<file path="src/rtl/xbus_seq.sv">
module xbus_seq #(
  parameter int NCS  = 8,
  parameter int OFFW = 24,
  localparam int CSW = $clog2(NCS)
) (
  input  logic              clk,
  input  logic              rst_n,
  input  logic              req_valid,
  input  logic              req_write,
  input  logic [CSW-1:0]    req_cs,
  input  logic [OFFW-1:0]   req_off,
  input  logic [15:0]       req_wdata,
  input  logic [1:0]        req_be,
  output logic              busy,
  output logic              rd_valid,
  output logic [15:0]       rd_data,
  input  logic [2*NCS-1:0]  cfg_addr_ext,
  input  logic [2*NCS-1:0]  cfg_setup_ext,
  input  logic [4*NCS-1:0]  cfg_strobe_ext,
  input  logic [2*NCS-1:0]  cfg_hold_ext,
  input  logic [4*NCS-1:0]  cfg_recov_ext,
  input  logic [2*NCS-1:0]  cfg_cycle,
  input  logic [NCS-1:0]    cfg_rdy_high,
  input  logic [NCS-1:0]    cfg_mux,
  input  logic [NCS-1:0]    cfg_narrow,
  input  logic [NCS-1:0]    cfg_wr_en,
  input  logic [NCS-1:0]    cfg_byte_rd,
  output logic [OFFW-1:0]   bus_addr,
  output logic [NCS-1:0]    bus_cs_n,
  output logic              bus_rd_n,
  output logic              bus_wr_n,
  output logic              bus_ds_n,
  output logic              bus_rnw,
  output logic [1:0]        bus_be_n,
  output logic [15:0]       bus_dout,
  output logic              bus_doe,
  input  logic [15:0]       bus_din,
  input  logic              bus_rdy
);

  typedef enum logic [2:0] {S_IDLE, S_ADDR, S_SETUP, S_STB, S_HOLD, S_RECOV} phase_t;

  phase_t          st, st_nxt;
  logic [3:0]      cnt, ext_nxt;
  logic [CSW-1:0]  cs_q;
  logic [OFFW-1:0] off_q;
  logic [15:0]     wd_q;
  logic [1:0]      be_q;
  logic            wr_q;

  logic [1:0] mode;
  logic       hp, dstyle, narrow, rdy_act, phase_end, accept, cs_act, stb;

  assign mode    = cfg_cycle[cs_q*2 +: 2];
  assign hp      = mode[1];
  assign dstyle  = (mode != 2'd0);
  assign narrow  = cfg_narrow[cs_q];
  assign rdy_act = (bus_rdy == cfg_rdy_high[cs_q]);
  assign accept  = req_valid && (st == S_IDLE) && (!req_write || cfg_wr_en[req_cs]);

  always_comb begin
    st_nxt  = S_IDLE;
    ext_nxt = 4'd0;
    case (st)
      S_ADDR:  begin st_nxt = S_SETUP; ext_nxt = {2'b00, cfg_setup_ext[cs_q*2 +: 2]}; end
      S_SETUP: begin st_nxt = S_STB;   ext_nxt = cfg_strobe_ext[cs_q*4 +: 4]; end
      S_STB:   begin st_nxt = S_HOLD;  ext_nxt = {2'b00, cfg_hold_ext[cs_q*2 +: 2]}; end
      S_HOLD:  begin st_nxt = S_RECOV; ext_nxt = cfg_recov_ext[cs_q*4 +: 4]; end
      default: begin st_nxt = S_IDLE;  ext_nxt = 4'd0; end
    endcase
  end

  assign phase_end = (cnt == 4'd0) && ((st != S_STB) || !hp || rdy_act);

  always_ff @(posedge clk) begin
    if (!rst_n) begin
      st       <= S_IDLE;
      cnt      <= 4'd0;
      cs_q     <= '0;
      off_q    <= '0;
      wd_q     <= 16'h0;
      be_q     <= 2'b00;
      wr_q     <= 1'b0;
      rd_valid <= 1'b0;
      rd_data  <= 16'h0;
    end else begin
      rd_valid <= 1'b0;
      if (st == S_IDLE) begin
        if (accept) begin
          st    <= S_ADDR;
          cnt   <= {2'b00, cfg_addr_ext[req_cs*2 +: 2]};
          cs_q  <= req_cs;
          off_q <= req_off;
          wd_q  <= req_wdata;
          be_q  <= req_be;
          wr_q  <= req_write;
        end
      end else if (cnt != 4'd0) begin
        cnt <= cnt - 4'd1;
      end else if (phase_end) begin
        st  <= st_nxt;
        cnt <= ext_nxt;
        if (st == S_STB && !wr_q) begin
          rd_valid <= 1'b1;
          rd_data  <= narrow ? {8'h00, bus_din[7:0]} : bus_din;
        end
      end
    end
  end

  assign busy     = (st != S_IDLE);
  assign cs_act   = (st == S_SETUP) || (st == S_STB) || (st == S_HOLD);
  assign stb      = (st == S_STB);
  assign bus_addr = off_q;
  assign bus_cs_n = cs_act ? ~(NCS'(1) << cs_q) : '1;
  assign bus_rd_n = !(stb && !dstyle && !wr_q);
  assign bus_wr_n = !(stb && !dstyle && wr_q);
  assign bus_ds_n = !(stb && dstyle);
  assign bus_rnw  = !(busy && wr_q);
  assign bus_be_n = !busy ? 2'b11 :
                    narrow ? 2'b10 :
                    (wr_q || cfg_byte_rd[cs_q]) ? ~be_q : 2'b00;
  assign bus_dout = (st == S_ADDR && cfg_mux[cs_q]) ? 16'(off_q) :
                    narrow ? {8'h00, wd_q[7:0]} : wd_q;
  assign bus_doe  = ((st == S_ADDR) && (cfg_mux[cs_q] || wr_q)) || (wr_q && cs_act);

  p_order_r1: assert property (@(posedge clk) disable iff (!rst_n)
    (st != $past(st)) |-> ((3'(st) == 3'($past(st)) + 3'd1) || ($past(st) == S_RECOV && st == S_IDLE)));

  p_one_cs_r3: assert property (@(posedge clk) disable iff (!rst_n)
    $onehot0(~bus_cs_n));

  p_strobe_in_cs_r3: assert property (@(posedge clk) disable iff (!rst_n)
    (!bus_rd_n || !bus_wr_n || !bus_ds_n) |-> !(&bus_cs_n));

  p_rdy_wait_r6: assert property (@(posedge clk) disable iff (!rst_n)
    (st == S_STB && hp && !rdy_act) |=> (st == S_STB));

  p_wr_drop_r9: assert property (@(posedge clk) disable iff (!rst_n)
    (!busy && req_valid && req_write && !cfg_wr_en[req_cs]) |=> !busy);

  p_rdv_after_strobe_r12: assert property (@(posedge clk) disable iff (!rst_n)
    rd_valid |-> ($past(st) == S_STB && !wr_q));

  p_rdv_single_r12: assert property (@(posedge clk) disable iff (!rst_n)
    rd_valid |=> !rd_valid);

endmodule

</file>
<file path="config.mk">
export PLATFORM = sky130hd
export DESIGN_NAME = xbus_seq
export DESIGN_NICKNAME = d
export VERILOG_FILES = /design/src/rtl/xbus_seq.sv
export SDC_FILE = /design/constraint.sdc
export NUM_CORES = 1
export LEC_CHECK = 0
export ABC_AREA = 1
export BUFFER_PORTS_ARGS = -buffer_cell sky130_fd_sc_hd__clkbuf_2
export CORE_AREA = 2 2 120 122
export DETAILED_ROUTE_END_ITERATION = 12
export DIE_AREA = 0 0 122 124
export GPL_TIMING_DRIVEN = 0
export PLACE_DENSITY = 0.66
export SLEW_MARGIN = 30
export SYNTH_ARGS = -nofsm -noshare
export SYNTH_HDL_FRONTEND = slang
export SYNTH_SLANG_ARGS = --single-unit
</file>
<file path="constraint.sdc">
create_clock -name clk -period 5 [get_ports clk]
set_input_delay 0.5 -clock clk [delete_from_list [all_inputs] [get_ports clk]]
set_output_delay 0.5 -clock clk [all_outputs]
set_load 0.01 [all_outputs]
</file>
## Word-level counts from Yosys, hierarchy flattened

Index checks and enable logic that the tools add are counted.

- Input port bits: 234
- Word-level logic and storage cells: 101
- Register bits: 70
- Output and inout bits: 73

- Bitwise gates (word level): 6
- Reductions and logical operators: 40
- $lt $le $gt $ge: 2
- Equal/unequal tests: 8
- Add/sub/neg operators: 1
- Shift operators: 7
- Mux-type cells: 28

Operators with widths:

| cell | count |
|---|---|
| 16-bit by 5-bit indexed part select with 2-bit output | 4 |
| 32-bit by 6-bit indexed part select with 4-bit output | 2 |
| 16-bit two-way mux | 3 |
| 4-bit two-way mux | 4 |
| 4-bit one-hot mux with 4 select lines | 1 |
| 1-bit binary-select mux with 3-bit select | 5 |
| 1-bit logical AND | 12 |
| 3-bit two-way mux | 4 |
| 3-bit one-hot mux with 4 select lines | 1 |
| 1-bit zero test | 8 |
| 1-bit logical OR | 8 |
| 3-bit by 4-bit < comparator with 1-bit output (second input constant) | 2 |
| 8-bit two-way mux | 1 |
| 8-bit inverter | 1 |
| 1-bit by 3-bit left shift with 8-bit output (first input constant) | 1 |
| 3-bit by 2-bit equality test with 1-bit output (second input constant) | 2 |
| 1-bit two-way mux | 6 |
| 2-bit two-way mux | 3 |
| 3-bit nonzero test | 2 |
| 4-bit zero test | 1 |
| 2-bit inequality test (second input constant) | 2 |
| 1-bit inverter | 4 |
| 2-bit AND reduction | 2 |
| 4-bit AND reduction | 1 |
| 11 further kinds | 12 |

## Longest topological paths before layout

Gate-level depths: netlist of run 1.

- Word-level depth: 8
- Depth in mapped cells: 14
- Mapped depth without buffers: 13

## Least setup slack after synthesis of run 1

OpenSTA, ideal clock, no wires.

- Kind: register -> output
- Start point: reg cs_q[0]
- End point: out bus_dout[7]
- Data arrival time: 1.666 ns
- Required time: 4.500 ns
- Stages on the path, launching flop included: 10
- Setup slack: 2.834 ns
- Cell sequence: dfxtp_1 inv_2 nand2_2 inv_2 buf_6 a22oi_2 nand3_2 nand2_4 buf_6 mux2_4

- Longest elaborated chain between the ends: 4

RTL lines:

| element | RTL line | source |
|---|---|---|
| from (decl) | 45 | `logic [CSW-1:0] cs_q;` |
| from (signal assigned) | 92 | `cs_q <= req_cs;` |
| 1-bit binary-select mux with 3-bit select | 123 | `assign bus_dout = (st == S_ADDR && cfg_mux[cs_q]) ? 16'(off_q) :` |
| 1-bit two-way mux (not written as such) | 123 |  |
| 1-bit logical AND | 123 |  |
| 16-bit two-way mux | 123 |  |
| to (decl) | 35 | `output logic [15:0] bus_dout,` |

Every way passes these cells. The select of a mux whose other input is x is not followed.

## Worst setup path after layout of run 1

- Start point: reg cs_q[0]
- End point: out bus_rd_n

- Longest elaborated chain between the ends: 6

RTL lines:

| element | RTL line | source |
|---|---|---|
| 16-bit by 5-bit indexed part select with 2-bit output | 54 | `assign mode = cfg_cycle[cs_q*2 +: 2];` |
| 2-bit nonzero test | 56 | `assign dstyle = (mode != 2'd0);` |
| 1-bit zero test | 116 | `assign bus_rd_n = !(stb && !dstyle && !wr_q);` |
| 1-bit logical AND (2 in series) | 116 |  |
| 1-bit zero test | 116 |  |
| to (decl) | 30 | `output logic bus_rd_n,` |

Every way passes these cells.

==> run metrics, run 1 <==
GR Layer Usage met3=7.10%; sequential-to-total area share from yosys stat=30.7%; Worst Max-Slew Pin Slew=0.593 ns; Final Cycle Share=61.2%; number of antenna violations at the first check in global routing=0; number of instances in the synthesized netlist=724; cell type group with the largest total delay on the critical path=buffers and inverters; worst vdd ir=196 µV; power density relative to cell area=451 mW/mm²; Avg Inst Size Synth=6.31 µm²; post-CTS setup repair buffer count=0; shortest clock period the worst path allows after layout=3.06 ns; Crit. Startpoint=cs_q[0]; leading area contributor after synthesis=sky130_fd_sc_hd__dfxtp_1; total number of cells along the worst setup path=10; DP Cell Count=1209; share of the core filled with cells=48.6%; quantity of gates resized following cts=0; overall die area=0.0151 mm²; relative area change from synthesis to final layout=46.1%; Worst R2R End=cs_q[0]; CTS tree=built; clock root buffer master=sky130_fd_sc_hd__clkbuf_16; most used cells in the layout excluding fill and tap cells=sky130_fd_sc_hd__clkbuf_2 (305), sky130_fd_sc_hd__nand2_1 (167), sky130_fd_sc_hd__nand3_1 (115); post-DR wirelength/cell=16.2 µm; placement row count=43; Synth Warn #=0; number of synthesized register bits=70; worst reg2reg startpoint=st[0]; remaining design rule violation count=0; count of nets after finishing=1276; gr ovfl total=0; leakage dissipation=3.43 nW; number of cells in the finished layout apart from fillers=1225; TritonCTS sink count=70; net count after synthesis=960; Final Slew Violations=0; Switching Share=43.0%; crit-path cells=nor2_2, buf_2, buf_2, a22oi_1, a21oi_1, a21oi_1, nand2_1, nor2_1, nand2_1, clkbuf_2; CP bufs+invs=3; count of nets left with antenna violations after detail routing=0; insertion delay of the later-clocked pin in the worst-skew pair=0.33 ns; I/O pin total=307; critical path capture point=bus_rd_n; diodes inserted=0; clk buf depth=2; area share of the largest cell type after synthesis=30.7%; top post-synthesis cells by area=sky130_fd_sc_hd__dfxtp_1 (31%), sky130_fd_sc_hd__nand2_1 (14%), sky130_fd_sc_hd__nand3_1 (13%); RSZ-0062 raised after global routing=false; Fin Hold WS=0.401 ns; vias per cell=5.02; most frequent standard cell in the layout excluding fill and tap cells=sky130_fd_sc_hd__clkbuf_2; sum of negative setup slack=0 ns; Critical Path Slowest Stage Cell=sky130_fd_sc_hd__nor2_2; hold violation total from the final report=0; unique cell type count in the Yosys netlist=35; combinational cell fraction of total power=49.5%; placed standard-cell area=0.00632 mm²; kind of launch point of the worst setup path=flop; Internal Power=1.72 mW; power spent charging and discharging nets=1.30 mW; Starting Density=33.3%; top achievable clock speed=327 MHz; die width=122 µm; critical path data required time=4.50 ns; first-pass GRT wire length=29700 µm; path depth of the worst reg2reg path=10; met1 demand-to-capacity share in global routing=31.7%; total wirelength of the detailed-routed design=19800 µm; max capacitance violation total=0; number of clock buffers inserted by TritonCTS=9; reg-to-reg setup timing slack=2.74 ns; capturing element type of the critical path=output pin; number of global-route vias before repair=5751; area inside the core boundary=0.0137 mm²; clock-pin slew on the worst setup and hold paths=0.06 ns; Hold Path Cell Cnt=3; slowest stage delay, CP=0.40 ns; Most Used Layer, Global Route=met2; power share of the sequential group=25.4%; clock network power share=25.1%; DR pass1 iterations=7; largest net degree at the start of global routing=14; final estimated routing congestion in global placement=0.922; count of input and output buffers=305; global-route track usage on met2=43.3%; WP data arrival=2.56 ns; via total after detailed routing=6153; y dimension of the die=124 µm; Global Route Usage Sum=25.5%; CTS Hold Buffers Added=0; Final Setup Violations=0; Fin Clk Skew=0.00790 ns; outcome=completed; H-tree level count=3; kind of critical path=flop to output pin; fraction of layout cells with a size suffix above 1=37.2%; 1st-iter DRT viols=460; HPWL after DPL=16000 µm; Non-Filler Cell Area, Final=0.00667 mm²; Mapped Area=0.00457 mm²; relative slew slack=60.5%; worst hold path type=input port to flop; highest fanout seen on the critical path=10
## Yosys cell counts, drive strengths merged
| library cell | instances |
|---|---|
| a21oi | 34 |
| a22oi | 11 |
| a31oi | 2 |
| buf | 29 |
| clkbuf | 17 |
| dfxtp | 70 |
| ha | 2 |
| inv | 31 |
| mux2 | 8 |
| nand2 | 175 |
| nand3 | 117 |
| nand3b | 2 |
| nand4 | 19 |
| nor2 | 113 |
| nor3 | 2 |
| o21ai | 78 |
| o22ai | 12 |
| or2 | 1 |
| xnor2 | 1 |
## sequential cells by signal, indices dropped and copies added (netlist names)
signal / flops
wr_q: 1
bus_addr: 24
rd_valid: 1
rd_data: 16
cnt: 4
be_q: 2
cs_q: 3
st: 3
wd_q: 16
## worst min-delay path by stage
stage / startpoint / end / slack (ns)
after floorplan: be_q[1] / be_q[1] / 0.43
after global placement: be_q[1] / be_q[1] / 0.44
after detailed placement: be_q[1] / be_q[1] / 0.45
after CTS: bus_din[12] / rd_data[12] / 0.39
after global routing: bus_din[15] / rd_data[15] / 0.39
final: bus_din[12] / rd_data[12] / 0.40
## area by class of cell
| cell class | instances | area, µm² |
|---|---|---|
| multi-input cells | 577 | 2780 |
| inverters | 31 | 116 |
| clock buffers | 10 | 239 |
| plain buffers | 46 | 265 |
| flip-flops and latches | 70 | 1400 |
| clock inverters | 6 | 116 |
| fillers | 1512 | 7050 |
| repair buffers | 305 | 1530 |
| well taps | 180 | 225 |
## power by group through the flow
| stage | Clock (mW) | Sequential (mW) | Combinational [mW] |
|---|---|---|---|
| finish | 0.756 | 0.763 | 1.49 |
| global route | 0.793 | 0.779 | 1.67 |
| CTS | 0.771 | 0.764 | 1.50 |
| detailed placement | 0 | 0.774 | 1.49 |
| global placement | 0 | 0.773 | 1.49 |
| floorplan | 0 | 0.781 | 0.948 |
## per-stage QoR
stage                     setup WS (ns)  power, mW
final                              1.94       3.01
after global routing               1.79       3.24
after CTS                          1.96       3.03
after detailed placement           2.33       2.27
after global placement             2.32       2.26
after floorplan                    2.83       1.73
## kinds of logic after synthesis
kind of cell / Yosys count / share of synthesized area, %
AO/OA/AOI/OAI: 137 / 16.9
XOR/XNOR: 1 / 0.192
adder cells (fa/ha/maj): 2 / 0.548
buffers and inverters: 77 / 8.36
flip-flops: 70 / 30.7
multiplexers: 8 / 2.06
AND/OR/NAND/NOR: 429 / 41.3
## tightest hold or removal path, stage by stage
cell and delay, ns:
sky130_fd_sc_hd__clkbuf_2 0.08, sky130_fd_sc_hd__nand2_1 0.05, sky130_fd_sc_hd__o21ai_1 0.06
## routing by layer
metal	vias up	part of all wire (%)	routed length, µm
li1	3083	-	-
met1	2734	41	8080
met2	305	47	9260
met3	31	10	2010
met4	0	2.2	439
met5	-	0	0
No activity file was read; power rests on OpenSTA's default activity.
==> run 2: changes to the inputs <==
--- a/config.mk
+++ b/config.mk
@@ -7,11 +7,11 @@
 export LEC_CHECK = 0
 export ABC_AREA = 1
 export BUFFER_PORTS_ARGS = -buffer_cell sky130_fd_sc_hd__clkbuf_2
-export CORE_AREA = 2 2 120 122
+export CORE_AREA = 2 2 119 121
 export DETAILED_ROUTE_END_ITERATION = 12
-export DIE_AREA = 0 0 122 124
+export DIE_AREA = 0 0 121 123
 export GPL_TIMING_DRIVEN = 0
-export PLACE_DENSITY = 0.66
+export PLACE_DENSITY = 0.67
 export SLEW_MARGIN = 30
 export SYNTH_ARGS = -nofsm -noshare
 export SYNTH_HDL_FRONTEND = slang
==> constraint.sdc (replaced) <==
create_clock -name clk -period 3.1 [get_ports clk]
set_input_delay 0.31 -clock clk [delete_from_list [all_inputs] [get_ports clk]]
set_output_delay 0.31 -clock clk [all_outputs]
set_load 0.01 [all_outputs]
==> run metrics, run 2 (same netlist as run 1, synthesis figures left out) <==
y dimension of the die=123 µm (-0.81%); max capacitance violation total=0 (unchanged); capturing element type of the critical path=output pin; share of the core filled with cells=48.5% (-0.10 points); TritonCTS sink count=70 (unchanged); worst vdd ir=389 µV (+99%); number of global-route vias before repair=5686 (-1.1%); clk buf depth=2 (unchanged); Global Route Usage Sum=25.4% (-0.11 points); CTS tree=built; count of input and output buffers=305 (unchanged); total wirelength of the detailed-routed design=19400 µm (-1.8%); worst hold path type=input port to flop; crit-path cells=inv_2, nand2_2, inv_2, buf_6, a22oi_2, nand3_2, nand2_4, buf_6, mux2_4, clkbuf_2; Critical Path Slowest Stage Cell=sky130_fd_sc_hd__dfxtp_1; Fin Clk Skew=0.0110 ns (+0.00314 ns); remaining design rule violation count=0 (unchanged); Starting Density=33.5% (+0.26 points); area inside the core boundary=0.0136 mm² (-0.78%); diodes inserted=0 (unchanged); relative slew slack=57.4% (-3.1 points); clock root buffer master=sky130_fd_sc_hd__clkbuf_16; cell type group with the largest total delay on the critical path=simple AND/OR/NAND/NOR gates; H-tree level count=3 (unchanged); count of nets after finishing=1276 (unchanged); clock-pin slew on the worst setup and hold paths=0.07 ns (about the same); CTS Hold Buffers Added=0 (unchanged); overall die area=0.0149 mm² (-1.6%); gr ovfl total=0 (unchanged); shortest clock period the worst path allows after layout=2.85 ns; first-pass GRT wire length=29300 µm (-1.3%); insertion delay of the later-clocked pin in the worst-skew pair=0.34 ns (about the same); Final Cycle Share=91.9%; quantity of gates resized following cts=0 (unchanged); final estimated routing congestion in global placement=0.924 (+0.17%); leakage dissipation=3.40 nW (-1.1%); power density relative to cell area=703 mW/mm² (+56%); highest fanout seen on the critical path=10 (unchanged); Worst Max-Slew Pin Slew=0.639 ns (+0.0461 ns); critical path data required time=2.79 ns (-1.71 ns); kind of launch point of the worst setup path=flop; hold violation total from the final report=0 (unchanged); DP Cell Count=1209 (unchanged); sum of negative setup slack=0 ns (unchanged); number of cells in the finished layout apart from fillers=1225 (unchanged); count of nets left with antenna violations after detail routing=0 (unchanged); I/O pin total=307 (unchanged); number of antenna violations at the first check in global routing=0 (unchanged); post-CTS setup repair buffer count=0 (unchanged); number of clock buffers inserted by TritonCTS=9 (unchanged); Final Slew Violations=0 (unchanged); kind of critical path=flop to output pin; most frequent standard cell in the layout excluding fill and tap cells=sky130_fd_sc_hd__clkbuf_2; CP bufs+invs=5 (+2); via total after detailed routing=6127 (-0.42%); outcome=completed; RSZ-0062 raised after global routing=false; vias per cell=5.00 (-0.42%); DR pass1 iterations=7 (unchanged); Final Setup Violations=0 (unchanged); slowest stage delay, CP=0.42 ns (+0.02 ns); post-DR wirelength/cell=15.9 µm (-1.8%); flip-flop count of the largest register, all copies and words added=24 (unchanged); relative area change from synthesis to final layout=44.7%; fraction of layout cells with a size suffix above 1=37.2% (unchanged); HPWL after DPL=15600 µm (-2.8%); top achievable clock speed=351 MHz; die width=121 µm (-0.82%); most used cells in the layout excluding fill and tap cells=sky130_fd_sc_hd__clkbuf_2 (305), sky130_fd_sc_hd__nand2_1 (167), sky130_fd_sc_hd__nand3_1 (115); 1st-iter DRT viols=462 (+0.43%); WP data arrival=2.54 ns (-0.02 ns); largest net degree at the start of global routing=16 (+2); placement row count=43 (unchanged)
## run 2: cell types whose count changed in the layout (fill, tap and decap cells not counted), sizes merged
cell	previous run	this run
clkbuf	332	331
clkinvlp	0	2
bufinv	3	0
inv	32	35
clkinv	2	1
## run 2: layer usage
metal | part of all wire (%) | up-vias | global-route usage [%]
met5 | 0 | - | 0
met3 | 8.8 | 22 | 6.64
met1 | 43 | 2727 | 31.9
met2 | 47 | 298 | 43.0
met4 | 1.4 | 0 | 6.83
li1 | - | 3080 | -
## run 2: per-stage QoR
step	total power [mW]	cell area, µm²	hold slack, ns	worst slack, ns
finish	4.64	6610	0.204	0.253
global route	5.01	6610	0.196	0.0719
CTS	4.67	6610	0.191	0.228
detailed placement	3.65	6320	0.453	0.603
global placement	3.64	6320	0.441	0.613
floorplan	2.79	4570	0.429	1.12
## run 2: area by class of cell
cell class              instances  area (µm²)
plain buffers                  46         265
clock buffers                   9         225
clock inverters                 7        63.8
fillers                      1499        7010
inverters                      31         116
multi-input cells             577        2780
flip-flops and latches         70        1400
well taps                     180         225
repair buffers                305        1530
## run 2: tightest hold or removal path: stages
cell	delay [ns]
sky130_fd_sc_hd__clkbuf_2	0.08
sky130_fd_sc_hd__nand2_1	0.05
sky130_fd_sc_hd__o21ai_1	0.06
## run 2: report_power, final
group	internal [mW]	switching [mW]	total, mW
combinational	0.859	1.54	2.40
clock	0.560	0.448	1.01
sequential	1.09	0.141	1.23
## run 2: path summary, 6_finish.rpt
kind | start | to | slack, ns | cells after the start
worst min register to register | be_q[1] | be_q[1] | 0.46 | 2
worst max-delay path | cs_q[0] | bus_dout[7] | 0.25 | 10
worst max register to register | cs_q[0] | cnt[0] | 0.86 | 12
worst min-delay path | bus_din[15] | rd_data[15] | 0.20 | 3
==> run 3: changes to the inputs <==
--- a/config.mk
+++ b/config.mk
@@ -11,7 +11,7 @@
 export DETAILED_ROUTE_END_ITERATION = 12
 export DIE_AREA = 0 0 121 123
 export GPL_TIMING_DRIVEN = 0
-export PLACE_DENSITY = 0.67
+export PLACE_DENSITY_LB_ADDON = 0.1
 export SLEW_MARGIN = 30
 export SYNTH_ARGS = -nofsm -noshare
 export SYNTH_HDL_FRONTEND = slang
==> run metrics, run 3 (same netlist as run 1, synthesis figures left out) <==
Setup WS post-layout=0.252 ns (-0.00101 ns); most used cells in the layout excluding fill and tap cells=sky130_fd_sc_hd__clkbuf_2 (305), sky130_fd_sc_hd__nand2_1 (167), sky130_fd_sc_hd__nand3_1 (115); Fin Hold WS=0.212 ns (+0.00784 ns); final estimated routing congestion in global placement=0.933 (+0.97%); footprint of the multi-input gates=0.00278 mm² (unchanged); power density relative to cell area=716 mW/mm² (+1.9%); reg-to-reg setup timing slack=0.87 ns (about the same); fraction of layout cells with a size suffix above 1=37.1% (-0.096 points); sum of negative setup slack=0 ns (unchanged); worst vdd ir=306 µV (-21%); post-DR wirelength/cell=15.5 µm (-2.6%); RSZ-0062 raised after global routing=false; clock root buffer master=sky130_fd_sc_hd__clkbuf_16; share of the core filled with cells=48.8% (+0.25 points); post-CTS setup repair buffer count=0 (unchanged); power share of the sequential group=26.0% (-0.6 points); Final Slew Violations=0 (unchanged); outcome=completed; hold violation total from the final report=0 (unchanged); sink of the worst hold path=rd_data[9]; largest net degree at the start of global routing=14 (-2); path depth of the worst reg2reg path=10 (-2); I/O pin total=307 (unchanged); TritonCTS sink count=70 (unchanged); Fin Clk Skew=0.00683 ns (-0.00420 ns); leakage dissipation=3.41 nW (+0.49%); capturing element type of the critical path=output pin; remaining design rule violation count=0 (unchanged); Starting Density=33.5% (unchanged); placement row count=43 (unchanged); count of nets after finishing=1276 (unchanged); insertion delay of the later-clocked pin in the worst-skew pair=0.34 ns (about the same); total wirelength of the detailed-routed design=18900 µm (-2.6%); first-pass GRT wire length=29500 µm (+0.52%); y dimension of the die=123 µm (unchanged); WP data arrival=2.54 ns (about the same); clock-pin slew on the worst setup and hold paths=0.06 ns (about the same); number of antenna violations at the first check in global routing=0 (unchanged); 1st-iter DRT viols=343 (-26%); Hold Path Origin=bus_din[9]; CTS Hold Buffers Added=0 (unchanged); Worst Max-Slew Pin Slew=0.582 ns (-0.0568 ns); Non-Filler Cell Area, Final=0.00664 mm² (+0.51%); flip-flop count of the largest register, all copies and words added=24 (unchanged); clk buf depth=2 (unchanged); critical path data required time=2.79 ns (about the same); DR pass1 iterations=5 (-2); Hold Path Cell Cnt=3 (unchanged); quantity of gates resized following cts=0 (unchanged); worst hold path type=input port to flop; combinational cell fraction of total power=50.3% (-1.4 points); CTS tree=built; most frequent standard cell in the layout excluding fill and tap cells=sky130_fd_sc_hd__clkbuf_2; footprint of the flip-flops and latches=0.00140 mm² (unchanged); gr ovfl total=0 (unchanged); Global Route Usage Sum=25.2% (-0.14 points); number of clock buffers inserted by TritonCTS=9 (unchanged); power spent charging and discharging nets=2.09 mW (-1.8%); max capacitance violation total=0 (unchanged); H-tree level count=3 (unchanged); overall die area=0.0149 mm² (unchanged); relative area change from synthesis to final layout=45.4%; top achievable clock speed=351 MHz (about the same); Final Setup Violations=0 (unchanged); die width=121 µm (unchanged); via total after detailed routing=6098 (-0.47%); shortest clock period the worst path allows after layout=2.85 ns (+0.00101 ns); HPWL after DPL=15300 µm (-1.7%); Worst R2R End=wd_q[13]; kind of critical path=flop to output pin; Internal Power=2.66 mW (+6.0%); vias per cell=4.98 (-0.47%); count of nets left with antenna violations after detail routing=0 (unchanged); count of input and output buffers=305 (unchanged); dpl ws=0.620 ns (+0.0169 ns); FILL cells=1503 (+0.27%); highest fanout seen on the critical path=10 (unchanged); diodes inserted=0 (unchanged); Final Cycle Share=91.9% (about the same); number of global-route vias before repair=5733 (+0.83%); kind of launch point of the worst setup path=flop; clock network power share=23.7% (+2.0 points); placed standard-cell area=0.00632 mm² (unchanged); worst reg2reg startpoint=st[0]; relative slew slack=61.2% (+3.8 points); Switching Share=44.0% (-1.9 points); area inside the core boundary=0.0136 mm² (unchanged)
-- run 3: power by group through the flow --
stage | combinational [mW] | clock [mW] | sequential [mW]
4_1_cts | 2.40 | 1.15 | 1.24
6_report | 2.39 | 1.13 | 1.24
3_3_place_gp | 2.39 | 0 | 1.25
2_1_floorplan | 1.53 | 0 | 1.26
5_1_grt | 2.68 | 1.20 | 1.27
3_5_place_dp | 2.39 | 0 | 1.26
-- run 3: critical path, cell delays in order, from the launching register on --
cell and delay, ns:
sky130_fd_sc_hd__dfxtp_1 0.42, sky130_fd_sc_hd__inv_2 0.06, sky130_fd_sc_hd__nand2_2 0.14, sky130_fd_sc_hd__inv_2 0.09, sky130_fd_sc_hd__buf_6 0.15, sky130_fd_sc_hd__buf_2 0.20
sky130_fd_sc_hd__a22oi_1 0.22, sky130_fd_sc_hd__nand3_1 0.13, sky130_fd_sc_hd__nand2_2 0.22, sky130_fd_sc_hd__buf_4 0.22, sky130_fd_sc_hd__nand3_1 0.10, sky130_fd_sc_hd__nand2_1 0.09
sky130_fd_sc_hd__clkbuf_2 0.14
-- run 3: worst max path at each step --
stage	start	to	slack, ns
finish	cs_q[1]	bus_dout[10]	0.25
global route	cs_q[1]	bus_dout[9]	0.08
CTS	cs_q[1]	bus_dout[10]	0.24
detailed placement	cs_q[1]	bus_dout[14]	0.62
global placement	cs_q[1]	bus_dout[14]	0.61
floorplan	cs_q[0]	bus_dout[7]	1.12
-- run 3: final cells by class --
type                       instances  area share (%)
buffer                            46            3.99
clock buffer                      10            3.45
clock inverter                     6            1.41
inverter                          31            1.75
multi-input combinational        577            41.9
sequential                        70            21.1
tap                              180            3.39
timing repair buffer             305            23.0
-- run 3: routing by layer --
metal / global-route usage [%] / part of all wire (%)
met1: 31.6 / 42
met2: 43.2 / 48
met3: 5.90 / 8.0
met4: 7.41 / 2.0
met5: 0 / 0
-- run 3: stage by stage --
| step | std cells | total power, mW |
|---|---|---|
| final | 1225 | 4.76 |
| after global routing | 1225 | 5.14 |
| after CTS | 1225 | 4.79 |
| after detailed placement | 1209 | 3.65 |
| after global placement | 1209 | 3.65 |
| after floorplan | 724 | 2.79 |
